**config.mk**
```make
export PLATFORM = sky130hd
export DESIGN_NAME = pdm_mic_capture
export DESIGN_NICKNAME = d
export VERILOG_FILES = /design/src/rtl/pdm_cap_pkg.sv /design/src/rtl/pdm_clkgen.sv /design/src/rtl/pdm_edge_lane.sv /design/src/rtl/pdm_src_mux.sv /design/src/rtl/pdm_mic_capture.sv
export SDC_FILE = /design/constraint.sdc
export NUM_CORES = 1
export LEC_CHECK = 0
export BUFFER_PORTS_ARGS = -buffer_cell sky130_fd_sc_hd__buf_2
export CORE_AREA = 2 2 50 52
export DETAILED_ROUTE_END_ITERATION = 12
export DIE_AREA = 0 0 52 54
export PLACE_DENSITY = 0.77
export SLEW_MARGIN = 20
export SYNTH_ARGS = -nofsm -noshare
export SYNTH_HDL_FRONTEND = slang
export SYNTH_HIERARCHICAL = 1
export SYNTH_SLANG_ARGS = --single-unit
```
**constraint.sdc**
```tcl
create_clock -name mclk -period 2 [get_ports mclk]
set_clock_uncertainty 0.15 [all_clocks]
set_input_delay 0.2 -clock mclk [delete_from_list [all_inputs] [get_ports mclk]]
set_output_delay 0.2 -clock mclk [all_outputs]
set_load 0.01 [all_outputs]
```
**src/rtl/pdm_cap_pkg.sv**
```systemverilog
package pdm_cap_pkg;

    localparam int PDM_SEL_W     = 2;
    localparam int PDM_BASE_HALF = 2;
    localparam int PDM_MAX_HALF  = PDM_BASE_HALF << ((1 << PDM_SEL_W) - 1);
    localparam int PDM_CNT_W     = $clog2(PDM_MAX_HALF);
    localparam int NUM_LINE      = 2;
    localparam int CH_PER_LINE   = 2;
    localparam int NUM_CH        = NUM_LINE * CH_PER_LINE;
    localparam int NUM_ANA       = 2;
    localparam int SRC_W         = 2;

    localparam logic [SRC_W-1:0] SRC_DIGITAL = 2'b10;

    typedef enum logic [1:0] {
        GEN_IDLE = 2'd0,
        GEN_HIGH = 2'd1,
        GEN_LOW  = 2'd2
    } gen_state_e;

    // last count of a half period for a divider code
    function automatic logic [PDM_CNT_W-1:0] last_idx(input logic [PDM_SEL_W-1:0] sel);
        logic [PDM_CNT_W:0] half;
        half = (PDM_CNT_W+1)'(PDM_BASE_HALF) << sel;
        return PDM_CNT_W'(half - (PDM_CNT_W+1)'(1));
    endfunction

endpackage

```
**src/rtl/pdm_clkgen.sv**
```systemverilog
module pdm_clkgen
    import pdm_cap_pkg::*;
(
    input  logic                 mclk,
    input  logic                 rst_n,
    input  logic [PDM_SEL_W-1:0] div_sel,
    output logic                 pdm_clk,
    output logic                 tap_rise,
    output logic                 tap_fall
);

    gen_state_e             state_q, state_n;
    logic [PDM_CNT_W-1:0]   cnt_q, cnt_n;
    logic [PDM_SEL_W-1:0]   act_q, act_n;
    logic                   clk_q;
    logic                   half_done;

    assign half_done = (cnt_q == last_idx(act_q));

    // next-state logic
    always_comb begin
        state_n = state_q;
        cnt_n   = cnt_q + PDM_CNT_W'(1);
        act_n   = act_q;
        unique case (state_q)
            GEN_IDLE: begin
                state_n = GEN_HIGH;
                cnt_n   = '0;
                act_n   = div_sel;
            end
            GEN_HIGH: begin
                if (half_done) begin
                    state_n = GEN_LOW;
                    cnt_n   = '0;
                end
            end
            GEN_LOW: begin
                if (half_done) begin
                    state_n = GEN_HIGH;
                    cnt_n   = '0;
                    act_n   = div_sel;
                end
            end
            default: begin
                state_n = GEN_IDLE;
                cnt_n   = '0;
            end
        endcase
    end

    // state register
    always_ff @(posedge mclk or negedge rst_n) begin
        if (!rst_n) begin
            state_q <= GEN_IDLE;
            cnt_q   <= '0;
            act_q   <= '0;
        end else begin
            state_q <= state_n;
            cnt_q   <= cnt_n;
            act_q   <= act_n;
        end
    end

    // outputs
    always_ff @(posedge mclk or negedge rst_n) begin
        if (!rst_n) clk_q <= 1'b0;
        else        clk_q <= (state_n == GEN_HIGH);
    end

    always_comb begin
        pdm_clk  = clk_q;
        tap_rise = (state_q == GEN_HIGH) && half_done;
        tap_fall = (state_q == GEN_LOW)  && half_done;
    end

    p_rise_in_high_r4: assert property (@(posedge mclk) disable iff (!rst_n)
        tap_rise |-> pdm_clk);

    p_fall_in_low_r4: assert property (@(posedge mclk) disable iff (!rst_n)
        tap_fall |-> !pdm_clk);

    p_cnt_range_r1: assert property (@(posedge mclk) disable iff (!rst_n)
        cnt_q <= last_idx(act_q));

    p_div_at_boundary_r2: assert property (@(posedge mclk) disable iff (!rst_n)
        !$stable(act_q) |-> ($past(tap_fall) || $past(state_q == GEN_IDLE)));

endmodule

```
**src/rtl/pdm_edge_lane.sv**
```systemverilog
module pdm_edge_lane (
    input  logic mclk,
    input  logic rst_n,
    input  logic tap_rise,
    input  logic tap_fall,
    input  logic fall_edge,
    input  logic din,
    output logic cap_bit
);

    logic hold_q;

    always_ff @(posedge mclk or negedge rst_n) begin
        if (!rst_n)                                hold_q <= 1'b0;
        else if (fall_edge ? tap_fall : tap_rise)  hold_q <= din;
    end

    // a low-half channel is taken live at the collection tap
    assign cap_bit = fall_edge ? din : hold_q;

    p_hold_on_tap_r4: assert property (@(posedge mclk) disable iff (!rst_n)
        !$stable(hold_q) |-> $past(tap_rise || tap_fall));

endmodule

```
**src/rtl/pdm_src_mux.sv**
```systemverilog
module pdm_src_mux
    import pdm_cap_pkg::*;
(
    input  logic             mclk,
    input  logic             rst_n,
    input  logic [SRC_W-1:0] src_code,
    input  logic             dig_bit,
    input  logic             ana_bit,
    output logic             bit_out,
    output logic             pwrdn
);

    logic use_dig;
    logic pwr_q;

    assign use_dig = (src_code == SRC_DIGITAL);
    assign bit_out = use_dig ? dig_bit : ana_bit;

    always_ff @(posedge mclk or negedge rst_n) begin
        if (!rst_n) pwr_q <= 1'b0;
        else        pwr_q <= use_dig;
    end

    assign pwrdn = pwr_q;

    p_pwrdn_follow_r7: assert property (@(posedge mclk) disable iff (!rst_n)
        $past(rst_n) |-> (pwrdn == $past(src_code == SRC_DIGITAL)));

endmodule

```
**src/rtl/pdm_mic_capture.sv**
```systemverilog
module pdm_mic_capture
    import pdm_cap_pkg::*;
(
    input  logic                     mclk,
    input  logic                     rst_n,
    input  logic [PDM_SEL_W-1:0]     div_sel,
    input  logic [NUM_CH-1:0]        edge_sel,
    input  logic [NUM_ANA*SRC_W-1:0] src_sel,
    input  logic [NUM_LINE-1:0]      pdm_din,
    input  logic [NUM_ANA-1:0]       ana_bit,
    output logic                     pdm_clk,
    output logic [NUM_CH-1:0]        samp_bits,
    output logic                     samp_valid,
    output logic [NUM_ANA-1:0]       ana_pwrdn
);

    logic              tap_rise, tap_fall;
    logic [NUM_CH-1:0] lane_bit;
    logic [NUM_CH-1:0] pick_bit;
    logic [NUM_CH-1:0] bits_q;
    logic              valid_q;

    pdm_clkgen u_clkgen (
        .mclk     (mclk),
        .rst_n    (rst_n),
        .div_sel  (div_sel),
        .pdm_clk  (pdm_clk),
        .tap_rise (tap_rise),
        .tap_fall (tap_fall)
    );

    for (genvar ch = 0; ch < NUM_CH; ch++) begin : g_lane
        pdm_edge_lane u_lane (
            .mclk      (mclk),
            .rst_n     (rst_n),
            .tap_rise  (tap_rise),
            .tap_fall  (tap_fall),
            .fall_edge (edge_sel[ch]),
            .din       (pdm_din[ch / CH_PER_LINE]),
            .cap_bit   (lane_bit[ch])
        );

        if (ch < NUM_ANA) begin : g_sel
            pdm_src_mux u_mux (
                .mclk     (mclk),
                .rst_n    (rst_n),
                .src_code (src_sel[ch*SRC_W +: SRC_W]),
                .dig_bit  (lane_bit[ch]),
                .ana_bit  (ana_bit[ch]),
                .bit_out  (pick_bit[ch]),
                .pwrdn    (ana_pwrdn[ch])
            );
        end else begin : g_dig
            assign pick_bit[ch] = lane_bit[ch];
        end
    end

    always_ff @(posedge mclk or negedge rst_n) begin
        if (!rst_n) begin
            bits_q  <= '0;
            valid_q <= 1'b0;
        end else begin
            valid_q <= tap_fall;
            if (tap_fall) bits_q <= pick_bit;
        end
    end

    assign samp_bits  = bits_q;
    assign samp_valid = valid_q;

    p_valid_single_r5: assert property (@(posedge mclk) disable iff (!rst_n)
        samp_valid |=> !samp_valid);

    p_bits_hold_r5: assert property (@(posedge mclk) disable iff (!rst_n)
        !$stable(samp_bits) |-> samp_valid);

    p_valid_in_high_r5: assert property (@(posedge mclk) disable iff (!rst_n)
        samp_valid |-> pdm_clk);

endmodule

```
==> impl_metrics.json <==
{
  "cts_tree": "built",
  "multi_input_area_sq_um": 572,
  "path_cells": "or3_4 > nor3_4 > o21ai_4 > nor2_4 > buf_4 > mux2_2",
  "fin_util_pct": 59.3,
  "syn_avg_cell_area_sq_um": 13.1,
  "final_nets": 141,
  "end_kind": "flop",
  "placed_cells": 136,
  "yosysTopAreaCell": "dfrtp_1",
  "ys_warn_count": 6,
  "p_total_mw": 1.53,
  "avgRoutedWirePerCell_microns": 12.7,
  "final_antenna_net_count": 0,
  "num_rows": 18,
  "diodes": 0,
  "clock-sinks": 19,
  "htreeDepth": 1,
  "totalWireLength_microns": 1900,
  "worstHoldPathType": "input pin to flop",
  "grt_pass1_wl_microns": 3190,
  "cts_inserted_buffers": 3,
  "r2r_cells": 6,
  "crit_buf_inv": 1,
  "seq_area_sq_um": 475,
  "drc": 0,
  "slowest_delay_ns": 0.43,
  "io_pins": 24,
  "worstHoldStart": "pdm_din[1]",
  "ys_seq_elements": 19,
  "p_sw_share_pct": 36.2,
  "synth_top_family_by_area": "multiplexers",
  "clk_latency_ns": 0.29,
  "r2r-start": "u_clkgen/act_q[1]$_DFFE_PN0P_",
  "initial_utilization_pct": 43.5,
  "viasPerCell": 4.90,
  "regToRegSetupSlack_ns": -0.02,
  "die_h_microns": 54,
  "rsz0062_at_grt": "yes",
  "vdd_drop_max_v": 0.000650,
  "cts-root-buf": "clkbuf_4",
  "nFillCells": 181,
  "syn_to_final_growth_pct": 36.2,
  "reg2reg_to": "samp_bits[0]$_DFFE_PN0P_",
  "gp_congestion": 0.788,
  "total_leakage_power_nw": 0.674,
  "die_width_microns": 52,
  "slew_headroom_pct": 70.6,
  "synth_common_cells": "dfrtp_1, mux2_2, ha_1, mux2i_1",
  "syn_area_sq_um": 1010,
  "cp.required_ns": 2.03,
  "min_to": "g_lane[3].u_lane/hold_q$_DFFE_PN0P_",
  "post_dp_cell_area_sq_um": 1210,
  "max_cap_violations": 0,
  "synth-seq-area-share_pct": 47.1,
  "synthMuxAreaShare_pct": 23.5,
  "p_seq_share_pct": 43.3,
  "cts_buffer_depth": 2,
  "slew_violations": 0,
  "grt_pass1_vias": 758,
  "status": "finished, violations left",
  "synth.distinct_cells": 27,
  "synth-compound-area-share_pct": 5.45,
  "max_freq_mhz": 495,
  "grt_max_degree": 20,
  "yosysTopAreaCellShare_pct": 47.1,
  "critPathKind": "flop to flop",
  "setup_viol": 2,
  "ys_top_cells_by_area": "dfrtp_1, mux2_2, ha_1",
  "synth_edf_count": 0,
  "p_clk_share_pct": 12.6,
  "synth.most_common_cell": "dfrtp_1",
  "vias": 730,
  "hpwl_microns": 1400,
  "layout-drive-gt1-share_pct": 48.7,
  "crit_path_top_delay_cell": "or3_4",
  "synth-simple-area-share_pct": 13.6,
  "drt_pass1_iterations": 4,
  "fin_cells": 149,
  "internal_power_uw": 977,
  "post-route-period-util_pct": 101,
  "synthFlopType": "dfrtp_1",
  "start_kind": "flop",
  "cts.reportedPaths.clkPinSlew_ns": 0.12,
  "first_iter_violations": 10,
  "async_flop_share_pct": 100,
  "cp_max_fo": 7,
  "critPathTopFamily": "simple AND/OR/NAND/NOR gates",
  "tightestPinTransition_ns": 0.441,
  "die-area_sq_um": 2810,
  "worst_ep_arrival_time_ns": 2.05,
  "globalRouteOverflowTotal": 0,
  "period_needed_ns": 2.02,
  "setup_ws_ns": -0.0198,
  "finalHoldViolations": 0,
  "synth_adder_area_share_pct": 6.20,
  "syn_nets": 98,
  "grtUsageTotal_pct": 15.4,
  "p_sw_uw": 554,
  "syn_inst": 77,
  "violations": "negative setup slack",
  "hold_ws_ns": 0.00714,
  "portBuffers": 23,
  "coreArea_sq_um": 2320,
  "final_cell_area_sq_um": 1380,
  "powerDensity_nw_per_um2": 1110,
  "antenna_found_initial": 0,
  "synth_xor_area_share_pct": 2.60,
  "hold_depth": 2,
  "pwr-share-comb_pct": 44.1
}
==> per-layer routing <==
metal / wire length (microns) / part of all wire [%] / vias to the layer above / GRT usage [%]
li1: - / - / 361 / -
met1: 848 / 45 / 345 / 18.1
met2: 949 / 50 / 24 / 29.3
met3: 101 / 5.3 / 0 / 2.78
met4: 0 / 0 / 0 / 2.63
met5: 0 / 0 / - / 0
==> worst max-delay path by stage <==
stage | from | depth (start not counted) | endpoint | slack (ns)
after global placement | u_clkgen/act_q[1]$_DFFE_PN0P_ | 6 | samp_bits[3]$_DFFE_PN0P_ | -0.02
after detailed placement | u_clkgen/act_q[1]$_DFFE_PN0P_ | 6 | g_lane[2].u_lane/hold_q$_DFFE_PN0P_ | -0.07
after global routing | u_clkgen/act_q[1]$_DFFE_PN0P_ | 6 | g_lane[3].u_lane/hold_q$_DFFE_PN0P_ | -0.12
after floorplan | u_clkgen/act_q[1]$_DFFE_PN0P_ | 6 | g_lane[0].u_lane/hold_q$_DFFE_PN0P_ | 0.02
after CTS | u_clkgen/act_q[1]$_DFFE_PN0P_ | 6 | samp_bits[0]$_DFFE_PN0P_ | -0.04
final | u_clkgen/act_q[1]$_DFFE_PN0P_ | 6 | samp_bits[0]$_DFFE_PN0P_ | -0.02
==> cell usage in the layout (no fill, tap or decap), types with 2 or more instances in the layout <==
| master | instances |
|---|---|
| dfrtp_1 | 19 |
| clkbuf_4 | 3 |
| mux2i_1 | 5 |
| dlygate4sd3_1 | 7 |
| buf_2 | 23 |
| mux2_1 | 4 |
| mux2_4 | 4 |
| mux2_2 | 8 |
| and3_1 | 3 |
| ha_1 | 5 |
| nand2_1 | 2 |
| nand3_1 | 3 |
| inv_1 | 4 |
| buf_4 | 7 |
| nor2b_4 | 2 |
==> cell families (layout without fill, tap and decap cells) <==
family,after synthesis,count (layout)
adders and majority gates,5,5
AOI/OAI and AO/OA,6,6
buffers and inverters,4,46
DFF,19,19
muxes,21,21
and+or+nand+nor,19,19
xor gates and xnor gates,3,3
==> repair_timing <==
action,in CTS,in global routing
gates cloned,0,0
gates resized for setup,6,3
setup endpoints to repair,8,8
pin swaps,1,1
hold buffers,5,2
setup buffers,1,1
endpoints found under the hold margin,23,2
==> sequential cells by signal (all words and copies together), names as in the netlist <==
signal	flops
g_lane.g_sel.u_mux/pwrdn	2
g_lane.u_lane/hold_q	4
samp_bits	4
samp_valid	1
u_clkgen/act_q	2
u_clkgen/cnt_q	4
u_clkgen/state_q	2
==> power by group through the flow <==
stage	clock network [mW]	registers (mW)	logic, mW
floorplan	0	0.654	0.374
global placement	0	0.645	0.540
detailed placement	0	0.655	0.561
CTS	0.198	0.654	0.645
global route	0.223	0.690	0.747
finish	0.193	0.662	0.675
==> final cells by class <==
cell class | instances | share of cell area (%)
flip-flops and latches | 19 | 34.6
repair buffers | 38 | 18.1
inverters | 4 | 1.09
clock buffers | 4 | 1.91
multi-input cells | 54 | 41.6
well taps | 30 | 2.73
==> metrics by stage <==
step	setup slack, ns	setup TNS (ns)
detailed placement	-0.0684	-0.463
global placement	-0.0230	-0.107
finish	-0.0198	-0.0390
global route	-0.123	-0.754
CTS	-0.0395	-0.191
floorplan	0.0223	0
No activity file was read; power rests on OpenSTA's default activity.
